`src/rtl/rgs_pkg.sv`:
```
package rgs_pkg;

    localparam int NUM_RAILS = 3;
    localparam int NUM_CH    = 4;
    localparam int NUM_FLT   = NUM_RAILS + 1;

    localparam int DEF_VW      = 12;
    localparam int DEF_TW      = 9;
    localparam int DEF_SW_THR  = 2200;
    localparam int DEF_SW_HYS  = 100;
    localparam int DEF_LIN_THR = 1400;
    localparam int DEF_LIN_HYS = 50;
    localparam int DEF_T_TRIP  = 155;
    localparam int DEF_T_HYS   = 25;

    typedef enum logic [1:0] {
        RAIL_SW = 2'd0,
        RAIL_LA = 2'd1,
        RAIL_LB = 2'd2
    } rail_e;

    // Live fault vector: bit 3 thermal, bits 2:0 rail lockouts by rail index.
    typedef struct packed {
        logic                 therm;
        logic [NUM_RAILS-1:0] uvlo;
    } fault_t;

    // Which rail feeds a given channel.
    function automatic rail_e ch_rail(input int ch);
        rail_e r;
        case (ch)
            0, 1:    r = RAIL_SW;
            2:       r = RAIL_LA;
            default: r = RAIL_LB;
        endcase
        return r;
    endfunction

    // Per-channel block mask from per-rail lockout flags.
    function automatic logic [NUM_CH-1:0] ch_block(input logic [NUM_RAILS-1:0] uvlo);
        logic [NUM_CH-1:0] blk;
        for (int c = 0; c < NUM_CH; c++) begin
            blk[c] = uvlo[int'(ch_rail(c))];
        end
        return blk;
    endfunction

endpackage

```
`src/rtl/rgs_hyst_cmp.sv`:
```
module rgs_hyst_cmp #(
    parameter int W         = 12,
    parameter int THR       = 2200,
    parameter int HYS       = 100,
    parameter bit HIGH_TRIP = 1'b0
) (
    input  logic         clk,
    input  logic         rst,
    input  logic         smp_valid,
    input  logic [W-1:0] code,
    output logic         flag_q,
    output logic         flag_d
);

    localparam int CLR_I = HIGH_TRIP ? (THR - HYS) : (THR + HYS);
    localparam logic [W:0] SET_PT = (W+1)'(THR);
    localparam logic [W:0] CLR_PT = (W+1)'(CLR_I);

    logic [W:0] code_x;
    logic       eval;

    assign code_x = {1'b0, code};

    generate
        if (HIGH_TRIP) begin : g_high
            // Trips at or above the set point, recovers at or below the lower point.
            always_comb begin
                if (flag_q) eval = (code_x > CLR_PT);
                else        eval = (code_x >= SET_PT);
            end
        end else begin : g_low
            // Trips below the set point, releases strictly above the upper point.
            always_comb begin
                if (flag_q) eval = !(code_x > CLR_PT);
                else        eval = (code_x < SET_PT);
            end
        end
    endgenerate

    assign flag_d = smp_valid ? eval : flag_q;

    always_ff @(posedge clk) begin
        if (rst) flag_q <= 1'b1;
        else     flag_q <= flag_d;
    end

endmodule

```
`src/rtl/rgs_sticky.sv`:
```
module rgs_sticky #(
    parameter int N = 4
) (
    input  logic         clk,
    input  logic         rst,
    input  logic [N-1:0] live_q,
    input  logic [N-1:0] live_d,
    input  logic         clr_we,
    input  logic [N-1:0] clr_mask,
    output logic [N-1:0] sticky
);

    logic [N-1:0] entry;
    logic [N-1:0] clr;

    assign entry = live_d & ~live_q;
    assign clr   = clr_we ? clr_mask : '0;

    always_ff @(posedge clk) begin
        if (rst) sticky <= '0;
        else     sticky <= (sticky & ~clr) | entry;
    end

endmodule

```
`src/rtl/rgs_restart.sv`:
```
module rgs_restart #(
    parameter int NCH = 4
) (
    input  logic           clk,
    input  logic           rst,
    input  logic           therm_q,
    input  logic           therm_d,
    input  logic [NCH-1:0] host_en,
    input  logic [NCH-1:0] blk_d,
    output logic [NCH-1:0] ss_pulse
);

    logic           recover;
    logic [NCH-1:0] ss_d;

    assign recover = therm_q & ~therm_d;

    always_comb begin
        ss_d = '0;
        if (recover) ss_d = host_en & ~blk_d;
    end

    always_ff @(posedge clk) begin
        if (rst) ss_pulse <= '0;
        else     ss_pulse <= ss_d;
    end

endmodule

```
`src/rtl/rail_guard_sup.sv`:
```
module rail_guard_sup
    import rgs_pkg::*;
#(
    parameter int VW      = DEF_VW,
    parameter int TW      = DEF_TW,
    parameter int SW_THR  = DEF_SW_THR,
    parameter int SW_HYS  = DEF_SW_HYS,
    parameter int LIN_THR = DEF_LIN_THR,
    parameter int LIN_HYS = DEF_LIN_HYS,
    parameter int T_TRIP  = DEF_T_TRIP,
    parameter int T_HYS   = DEF_T_HYS
) (
    input  logic               clk,
    input  logic               rst,
    input  logic               smp_valid,
    input  logic [VW-1:0]      vin_sw_mv,
    input  logic [VW-1:0]      vin_la_mv,
    input  logic [VW-1:0]      vin_lb_mv,
    input  logic [TW-1:0]      die_temp,
    input  logic [NUM_CH-1:0]  host_en,
    input  logic               stat_clr_we,
    input  logic [NUM_FLT-1:0] stat_clr_mask,
    output logic [NUM_CH-1:0]  run_en,
    output logic [NUM_CH-1:0]  ss_pulse,
    output logic [NUM_FLT-1:0] fault_live,
    output logic [NUM_FLT-1:0] fault_sticky
);

    logic [VW-1:0]        rail_code [NUM_RAILS];
    logic [NUM_RAILS-1:0] uvlo_q;
    logic [NUM_RAILS-1:0] uvlo_d;
    logic                 therm_q;
    logic                 therm_d;
    fault_t               flt_q;
    fault_t               flt_d;
    logic [NUM_CH-1:0]    blk_q;
    logic [NUM_CH-1:0]    blk_d;

    assign rail_code[int'(RAIL_SW)] = vin_sw_mv;
    assign rail_code[int'(RAIL_LA)] = vin_la_mv;
    assign rail_code[int'(RAIL_LB)] = vin_lb_mv;

    // One lockout comparator per rail; rail index picks its threshold set.
    generate
        for (genvar r = 0; r < NUM_RAILS; r++) begin : g_rail
            if (r == int'(RAIL_SW)) begin : g_sw
                rgs_hyst_cmp #(
                    .W(VW), .THR(SW_THR), .HYS(SW_HYS), .HIGH_TRIP(1'b0)
                ) u_uvlo (
                    .clk(clk), .rst(rst), .smp_valid(smp_valid),
                    .code(rail_code[r]), .flag_q(uvlo_q[r]), .flag_d(uvlo_d[r])
                );
            end else begin : g_lin
                rgs_hyst_cmp #(
                    .W(VW), .THR(LIN_THR), .HYS(LIN_HYS), .HIGH_TRIP(1'b0)
                ) u_uvlo (
                    .clk(clk), .rst(rst), .smp_valid(smp_valid),
                    .code(rail_code[r]), .flag_q(uvlo_q[r]), .flag_d(uvlo_d[r])
                );
            end
        end
    endgenerate

    rgs_hyst_cmp #(
        .W(TW), .THR(T_TRIP), .HYS(T_HYS), .HIGH_TRIP(1'b1)
    ) u_otp (
        .clk(clk), .rst(rst), .smp_valid(smp_valid),
        .code(die_temp), .flag_q(therm_q), .flag_d(therm_d)
    );

    assign flt_q = '{therm: therm_q, uvlo: uvlo_q};
    assign flt_d = '{therm: therm_d, uvlo: uvlo_d};

    assign blk_q = ch_block(uvlo_q);
    assign blk_d = ch_block(uvlo_d);

    assign run_en     = host_en & ~blk_q & {NUM_CH{~therm_q}};
    assign fault_live = flt_q;

    rgs_restart #(
        .NCH(NUM_CH)
    ) u_restart (
        .clk(clk), .rst(rst),
        .therm_q(therm_q), .therm_d(therm_d),
        .host_en(host_en), .blk_d(blk_d),
        .ss_pulse(ss_pulse)
    );

    rgs_sticky #(
        .N(NUM_FLT)
    ) u_sticky (
        .clk(clk), .rst(rst),
        .live_q(flt_q), .live_d(flt_d),
        .clr_we(stat_clr_we), .clr_mask(stat_clr_mask),
        .sticky(fault_sticky)
    );

endmodule

```
`config.mk`:
```
export PLATFORM = sky130hd
export DESIGN_NAME = rail_guard_sup
export DESIGN_NICKNAME = d
export VERILOG_FILES = /design/src/rtl/rgs_pkg.sv /design/src/rtl/rgs_hyst_cmp.sv /design/src/rtl/rgs_sticky.sv /design/src/rtl/rgs_restart.sv /design/src/rtl/rail_guard_sup.sv
export SDC_FILE = /design/constraint.sdc
export NUM_CORES = 1
export LEC_CHECK = 0
export ABC_AREA = 1
export BUFFER_PORTS_ARGS = -buffer_cell sky130_fd_sc_hd__buf_2
export CAP_MARGIN = 40
export CORE_UTILIZATION = 45
export DETAILED_ROUTE_END_ITERATION = 16
export PLACE_DENSITY_LB_ADDON = 0.25
export SLEW_MARGIN = 15
export SYNTH_ARGS = -nofsm -noshare
export SYNTH_HDL_FRONTEND = slang
export SYNTH_SLANG_ARGS = --single-unit
```
`constraint.sdc`:
```
create_clock -name clk -period 2.4 [get_ports clk]
set_input_delay 0.48 -clock clk [delete_from_list [all_inputs] [get_ports clk]]
set_output_delay 0.48 -clock clk [all_outputs]
set_load 0.03 [all_outputs]
```
==> results.json, run 1 <==
{
  "postSynthAreaPerCell_sq_um": 5.49,
  "leakage_nw": 0.920,
  "core_area_sq_um": 2280,
  "period_minus_slack_ns": 1.65,
  "numCtsBuffers": 3,
  "dp_slack_ns": 1.00,
  "final_max_slew_viol_count": 0,
  "vias_per_cell": 4.68,
  "routedWlPerCell_um": 8.66,
  "fin_cells": 302,
  "cp-end-kind": "primary output",
  "drtIter0Drc": 19,
  "clk_path_buf_depth": 2,
  "h-tree-depth": 1,
  "hp-class": "in -> reg",
  "place_congestion": 0.770,
  "synthAdderAreaFrac": 0,
  "ys_ff_latch": 12,
  "grt_usage": 0.210,
  "overflow": 0,
  "initial_core_util": 0.490,
  "peakVddDrop_mv": 0.253,
  "clkLatencyLatePin_ns": 0.27,
  "dr.pass1.iters": 4,
  "critical_path.cell_chain": "inv_1 -> nand2_1 -> nor2_1 -> buf_2",
  "synth-simple-area-share": 0.521,
  "muxShareOfSynthArea": 0,
  "ant_nets": 0,
  "post_cts_buffers": 0,
  "synth_top_area_frac": 0.215,
  "tightest_slew_ns": 0.246,
  "synth_area_sq_um": 1110,
  "cp.required_ns": 1.92,
  "fp.dieW_um": 51.8,
  "cts.reportedPaths.clkPinSlew_ns": 0.08,
  "grt_pass1_vias": 1174,
  "fin_skew_ns": 0.000199,
  "cpMaxStageDelayCell": "dfxtp_1",
  "cp.arrival_ns": 1.17,
  "synth_xor_xnor_area_share": 0,
  "cts.sinks": 12,
  "cts_tree": "yes",
  "ioPinCount": 73,
  "total_power_uw": 545,
  "fin_setup_tns_ns": 0,
  "synth-warning-count": 0,
  "fin_ws_ns": 0.751,
  "drive_gt1_frac": 0.336,
  "drv_cap": 0,
  "worstSetupPathType": "reg -> out",
  "power_density_nw_per_um2": 361,
  "synth_compound_area_frac": 0.0887,
  "layout-area-overhead-vs-synth_pct": 35.4,
  "hold_violations": 0,
  "crit_path_start_kind": "flop",
  "drc": 0,
  "synth-seq-area-share": 0.215,
  "critPathMaxFanout": 7,
  "cts_resized": 0,
  "fillers": 251,
  "rows": 17,
  "max_freq_ghz": 0.606,
  "die_h_um": 51.8,
  "cpPeakStageDelay_ns": 0.38,
  "synth_area_leaders": "dfxtp_1 22%, nand2_1 22%, inv_1 12%, nor2_1 8.4%, nand3_1 6.7%",
  "cts_hold_buf": 0,
  "antennaDiodeCount": 0,
  "grt_setup_unrepaired": "false",
  "grt_pass1_wl_um": 4410,
  "cp_top_family": "flip-flops",
  "worst-path-buf-inv": 2,
  "synthCells": 203,
  "finalCoreUtilization": 0.663,
  "netlist.top_cell.by_area": "dfxtp_1",
  "setup_viol": 0,
  "hpwl_um": 2200,
  "grt_max_degree": 13,
  "synth_nets": 260,
  "die_area_sq_um": 2680,
  "ys_types": 21,
  "placed_cells": 298,
  "antenna_found_initial": 0,
  "finalCritPeriodShare": 0.687,
  "fin_nets": 332,
  "cts-root-buf": "clkbuf_4",
  "synth_top_family_by_area": "simple AND/OR/NAND/NOR gates",
  "dr_total_vias": 1412,
  "drt-total-wl_um": 2620,
  "status": "completed",
  "slew_headroom": 0.836,
  "io_buffers": 72
}
area by class of cell:
cell class	count	area, sq um	share of cell area
sequential	12	240	0.159
timing repair buffer	72	360	0.239
tap	28	35.0	0.0232
clock buffer	4	36.3	0.0240
inverter	42	158	0.104
multi-input combinational	144	679	0.450
cell usage in the layout (no fill, tap or decap), drive strengths merged:
| cell | count |
|---|---|
| dfxtp | 12 |
| inv | 41 |
| nand3 | 16 |
| nor3 | 2 |
| buf | 72 |
| o21ai | 3 |
| nand2 | 70 |
| o21a | 1 |
| nor2 | 29 |
| clkbuf | 4 |
| clkinv | 1 |
| nand3b | 2 |
| a21oi | 13 |
| nand4 | 8 |
synth_stat cells:
master	instances
o21a_1	1
nor2_1	25
nand3_2	1
nand3_1	15
o21ai_1	3
a21oi_1	12
dfxtp_1	12
buf_4	5
nand4_1	8
a21oi_4	1
nor2_2	2
nand2_2	5
nand2_1	64
clkinv_1	1
nand3b_1	2
nor2_4	1
nor2_8	1
nor3_1	2
nand2_4	1
inv_1	37
inv_2	4
state kept, by name, summed over array words and instances, names as in the netlist:
name and count:
g_rail.g_lin.u_uvlo.flag_q 2, g_rail.g_sw.u_uvlo.flag_q 1, u_otp.flag_q 1, u_restart.ss_pulse 4
u_sticky.sticky 4
stage by stage:
stage,hold slack (ns),instance area [sq um]
2_1_floorplan,0.502,1110
3_3_place_gp,0.452,1470
3_5_place_dp,0.458,1470
4_1_cts,0.455,1510
5_1_grt,0.468,1510
6_report,0.457,1510
worst paths after layout:
| kind | start | endpoint | slack (ns) | cells after the start |
|---|---|---|---|---|
| worst min-delay path | host_en[2] | u_restart.ss_pulse[2] | 0.46 | 3 |
| worst max-delay path | u_otp.flag_q | run_en[1] | 0.75 | 4 |
| worst max register to register | g_rail[0].g_sw.u_uvlo.flag_q | u_restart.ss_pulse[0] | 1.32 | 7 |
| worst min register to register | u_sticky.sticky[3] | u_sticky.sticky[3] | 0.46 | 2 |
cells by family after synthesis:
logic type / Yosys count
buffers and inverters: 47
flip-flops: 12
AND/OR/NAND/NOR: 127
AO/OA/AOI/OAI: 17
where the power goes:
part	leakage [nW]	switching, mW	internal (mW)
clock	0.0210	0.0696	0.0922
combinational	0.801	0.101	0.0708
sequential	0.0977	0.00609	0.206
total	0.920	0.177	0.369
tightest hold or removal path, cell delays in order:
cell     delay (ns)
buf_2          0.10
nand4_1        0.07
nor2_1         0.04
per-layer routing:
metal / share of wire / vias to the layer above / global-route usage
met3: 0.054 / 2 / 0.0117
met4: 0.0065 / 0 / 0.0541
met5: 0 / - / 0
met1: 0.46 / 606 / 0.242
li1: - / 759 / -
met2: 0.48 / 45 / 0.411
Power figures use the tool's default switching activity.
==> run 2: changes to the inputs <==
CORE_UTILIZATION = 38   (was 45)
clock period = 1.45 ns   (was 2.4 ns; I/O delays follow)
==> results.json, run 2 (synthesized netlist as in run 1, its figures left out) <==
{
  "hpwl_um": 2220,
  "cp-end-kind": "primary output",
  "final_common_cell": "buf_2",
  "die_area_sq_um": 3150,
  "grt_max_degree": 13,
  "overflow": 0,
  "cts.reportedPaths.clkPinSlew_ns": 0.08,
  "ant_nets": 0,
  "cts_tree": "yes",
  "fin_setup_tns_ns": 0,
  "placed_cells": 302,
  "antennaDiodeCount": 0,
  "numCtsBuffers": 3,
  "rows": 19,
  "clkLatencyLatePin_ns": 0.27,
  "min_from": "rst",
  "ioPinCount": 73,
  "r2r_slack_ns": 0.37,
  "finalCritPeriodShare": 0.920,
  "place_congestion": 0.793,
  "dr_total_vias": 1394,
  "die_h_um": 56.2,
  "drt-total-wl_um": 2610,
  "layout-area-overhead-vs-synth_pct": 36.6,
  "top_regs": "u_restart.ss_pulse x4, u_sticky.sticky x4, g_rail.g_lin.u_uvlo.flag_q x2",
  "io_buffers": 72,
  "hold_depth": 2,
  "grt_pass1_vias": 1151,
  "drc": 0,
  "drtIter0Drc": 47,
  "critical_path.cell_chain": "buf_4 -> nor2_1 -> buf_2",
  "r2r-start": "g_rail[0].g_sw.u_uvlo.flag_q",
  "hold_violations": 0,
  "cp.required_ns": 1.16,
  "dp_slack_ns": 0.253,
  "leakage_nw": 0.921,
  "core_area_sq_um": 2760,
  "crit_path_start_kind": "flop",
  "drive_gt1_frac": 0.342,
  "worstSetupPathType": "reg -> out",
  "post_cts_buffers": 0,
  "fin_skew_ns": 0.00259,
  "most-common-layout-cells": "71 x buf_2, 64 x nand2_1, 36 x inv_1, 25 x nor2_1, 15 x nand3_1",
  "h-tree-depth": 1,
  "holdWs_ns": 0.254,
  "cpPeakStageDelay_ns": 0.32,
  "cts.sinks": 12,
  "hp-class": "in -> reg",
  "slew_headroom": 0.831,
  "finalCoreUtilization": 0.552,
  "r2r_cells": 7,
  "cp.arrival_ns": 1.04,
  "routedWlPerCell_um": 8.51,
  "dr.pass1.iters": 4,
  "status": "completed",
  "cts-root-buf": "clkbuf_4",
  "r2r_end": "u_restart.ss_pulse[0]",
  "final_max_slew_viol_count": 0,
  "vias_per_cell": 4.56,
  "grt_usage": 0.176,
  "cpMaxStageDelayCell": "dfxtp_1",
  "fin_cells": 306,
  "cp.depth": 3,
  "drv_cap": 0,
  "initial_core_util": 0.404,
  "hold_path_end": "u_sticky.sticky[3]",
  "fin_nets": 333,
  "critPathMaxFanout": 6,
  "period_minus_slack_ns": 1.33,
  "peakVddDrop_mv": 0.364,
  "cp_top_family": "buffers and inverters",
  "setup_viol": 0,
  "grt_setup_unrepaired": "false",
  "worst-path-buf-inv": 2,
  "fp.dieW_um": 56.2,
  "max_freq_ghz": 0.749,
  "fin_ws_ns": 0.115,
  "antenna_found_initial": 0,
  "grt_pass1_wl_um": 4450,
  "power_density_nw_per_um2": 596,
  "clk_path_buf_depth": 2,
  "tightest_slew_ns": 0.254
}
run 2: changes by cell type in the layout (fill, tap and decap cells not counted), sizes merged:
cell / before / now
clkbuf: 4 / 5
run 2: layout make-up:
| class | count | area [sq um] |
|---|---|---|
| Clock buffer | 4 | 36.3 |
| Timing Repair Buffer | 73 | 370 |
| Multi-Input combinational cell | 144 | 679 |
| Sequential cell | 12 | 240 |
| Inverter | 42 | 158 |
| Tap cell | 31 | 38.8 |
| Fill cell | 317 | 1230 |
run 2: worst max-delay path by stage:
stage / startpoint / to
after global routing: g_rail[1].g_lin.u_uvlo.flag_q / run_en[2]
after CTS: u_otp.flag_q / run_en[3]
after detailed placement: smp_valid / g_rail[0].g_sw.u_uvlo.flag_q
after floorplan: u_otp.flag_q / run_en[0]
after global placement: smp_valid / u_restart.ss_pulse[1]
final: u_otp.flag_q / run_en[2]
run 2: layer usage:
metal  track usage  share of wire
met5             0              0
met4        0.0627          0.013
met3        0.0256          0.058
met2         0.315           0.49
met1         0.211           0.44
run 2: stage by stage:
stage	power (mW)	cell area, sq um
after floorplan	0.527	1110
after global placement	0.642	1480
after detailed placement	0.645	1480
after CTS	0.917	1520
after global routing	0.970	1520
final	0.908	1520
run 2: power breakdown:
| group | switching (mW) | internal [mW] | total [mW] |
|---|---|---|---|
| clock network | 0.121 | 0.153 | 0.273 |
| registers | 0.00915 | 0.341 | 0.350 |
| logic | 0.166 | 0.119 | 0.285 |
run 2: timing repair:
item	CTS	global route
hold buffers	0	0
endpoints found under the setup margin	0	1
gates resized for setup	0	2
==> run 3: changes to the inputs <==
ABC_AREA = default   (was 1)
CORE_UTILIZATION = 33   (was 38)
==> results.json, run 3 <==
{
  "antenna_found_initial": 0,
  "cts_tree": "yes",
  "cts.sinks": 12,
  "min_from": "rst",
  "drtIter0Drc": 10,
  "p_sw_uw": 239,
  "cp-end-kind": "primary output",
  "ant_nets": 0,
  "seqPwrFrac": 0.423,
  "crit_path_start_kind": "flop",
  "fin_cells": 198,
  "initial_core_util": 0.357,
  "synthAdderAreaFrac": 0,
  "peakVddDrop_mv": 0.609,
  "grt_max_degree": 11,
  "synth-simple-area-share": 0.291,
  "fin_ws_ns": 0.0749,
  "r2r_slack_ns": 0.19,
  "vias_per_cell": 5.26,
  "ys_types": 37,
  "die_h_um": 51.4,
  "finalCritPeriodShare": 0.948,
  "dr_total_vias": 1041,
  "clkLatencyLatePin_ns": 0.27,
  "synth_compound_area_frac": 0.341,
  "io_buffers": 72,
  "synth_top_area_frac": 0.299,
  "setup_viol": 0,
  "overflow": 0,
  "combinationalPowerShare": 0.271,
  "final_common_cell": "buf_2",
  "holdWs_ns": 0.270,
  "hp-class": "in -> reg",
  "fillers": 229,
  "place_congestion": 0.698,
  "grt_usage": 0.181,
  "core_area_sq_um": 2250,
  "drv_cap": 0,
  "most-common-layout-cells": "69 x buf_2, 12 x dfxtp_1, 8 x o21ai_0, 8 x nand2_1, 6 x nor2_1",
  "placed_cells": 194,
  "ys_ff_latch": 12,
  "grt_pass1_wl_um": 3590,
  "period_minus_slack_ns": 1.38,
  "fin_setup_tns_ns": 0,
  "hold_path_end": "u_sticky.sticky[1]",
  "layout-area-overhead-vs-synth_pct": 52.1,
  "hold_violations": 0,
  "tightest_slew_ns": 0.373,
  "stdcell_area_sq_um": 1220,
  "synth-seq-area-share": 0.299,
  "synth_flop_cell": "dfxtp_1",
  "cp.required_ns": 1.16,
  "grt_setup_unrepaired": "false",
  "cp.arrival_ns": 1.09,
  "synth_common_cells": "12 x dfxtp_1, 8 x nand2_1, 8 x o21ai_0",
  "clk_path_buf_depth": 2,
  "die_area_sq_um": 2640,
  "postSynthAreaPerCell_sq_um": 8.21,
  "dp_slack_ns": 0.0414,
  "power_density_nw_per_um2": 691,
  "rows": 17,
  "synth_top_family_by_area": "compound AO/OA/AOI/OAI gates",
  "slew_headroom": 0.749,
  "dpl_cell_area_sq_um": 1170,
  "worstSetupPathType": "reg -> out",
  "r2r-start": "u_otp.flag_q",
  "drc": 0,
  "status": "completed",
  "muxShareOfSynthArea": 0,
  "fin_skew_ns": 0.00304,
  "hold_depth": 2,
  "fp.dieW_um": 51.4,
  "total_power_uw": 846,
  "netlist.top_cell.by_area": "dfxtp_1",
  "drt-total-wl_um": 2290,
  "h-tree-depth": 1,
  "leakage_nw": 0.609,
  "r2r_cells": 3,
  "r2r_end": "u_restart.ss_pulse[0]",
  "final_max_slew_viol_count": 0,
  "sw_frac_of_total": 0.283,
  "cts.reportedPaths.clkPinSlew_ns": 0.07,
  "top_regs": "u_restart.ss_pulse x4, u_sticky.sticky x4, g_rail.g_lin.u_uvlo.flag_q x2",
  "grt_pass1_vias": 927,
  "max_freq_ghz": 0.727,
  "ioPinCount": 73,
  "cts-root-buf": "clkbuf_4",
  "critPathMaxFanout": 8,
  "synth_nets": 155,
  "hpwl_um": 1940,
  "fin_nets": 228,
  "synth_xor_xnor_area_share": 0,
  "internal_power_uw": 607,
  "dr.pass1.iters": 4,
  "antennaDiodeCount": 0,
  "synth_edf_count": 0,
  "async_flop_share": 0,
  "drive_gt1_frac": 0.494,
  "cts_hold_buf": 0,
  "pwr-share-clk": 0.305,
  "synthCells": 98,
  "numCtsBuffers": 3,
  "routedWlPerCell_um": 11.6,
  "yosysMostFrequentCell": "dfxtp_1",
  "finalCoreUtilization": 0.543,
  "synth_area_leaders": "dfxtp_1 30%, o21ai_0 5.0%, buf_4 4.7%, nand2_1 3.7%, nor3b_1 3.7%",
  "synth-warning-count": 0,
  "synth_area_sq_um": 805
}
run 3: power by group through the flow:
stage | registers, mW | clock network (mW) | logic, mW
3_5_place_dp | 0.364 | 0 | 0.229
6_report | 0.358 | 0.258 | 0.230
5_1_grt | 0.360 | 0.289 | 0.253
3_3_place_gp | 0.364 | 0 | 0.222
4_1_cts | 0.357 | 0.272 | 0.229
2_1_floorplan | 0.369 | 0 | 0.112
run 3: metal layers:
layer | part of all wire | up-vias | wire length [um] | global-route usage
li1 | - | 523 | - | -
met5 | 0 | - | 0 | 0
met4 | 0 | 0 | 0 | 0.0270
met1 | 0.42 | 480 | 963 | 0.188
met2 | 0.51 | 38 | 1160 | 0.351
met3 | 0.072 | 0 | 166 | 0.0625
run 3: how the worst max path moves through the flow:
stage | slack [ns] | endpoint | cells past startpoint | startpoint
2_1_floorplan | 0.04 | run_en[0] | 1 | g_rail[0].g_sw.u_uvlo.flag_q
3_3_place_gp | 0.08 | u_restart.ss_pulse[3] | 5 | vin_lb_mv[6]
3_5_place_dp | 0.04 | u_restart.ss_pulse[3] | 5 | vin_lb_mv[6]
4_1_cts | 0.01 | run_en[0] | 2 | u_otp.flag_q
5_1_grt | 0.005 | run_en[3] | 2 | u_otp.flag_q
6_report | 0.07 | run_en[3] | 2 | u_otp.flag_q
run 3: cell type report:
| type | count | area (sq um) | area share |
|---|---|---|---|
| well taps | 28 | 35.0 | 0.0286 |
| inverters | 5 | 18.8 | 0.0153 |
| repair buffers | 73 | 375 | 0.307 |
| flip-flops and latches | 12 | 240 | 0.196 |
| multi-input cells | 76 | 518 | 0.423 |
| clock buffers | 4 | 36.3 | 0.0297 |
run 3: logic make-up (layout without fill, tap and decap cells):
logic type	Yosys count	in the layout
simple gates	39	39
buf+inv	10	82
compound gates	37	37
flops	12	12
run 3: timing repair:
| item | CTS | global route |
|---|---|---|
| buffers inserted | 0 | 0 |
| endpoints found under the setup margin | 0 | 2 |
| resized for setup | 0 | 5 |
run 3: worst max-delay path: stages, from the launching register on:
cell and delay [ns]:
dfxtp_1 0.41, nor3b_1 0.22, buf_4 0.19
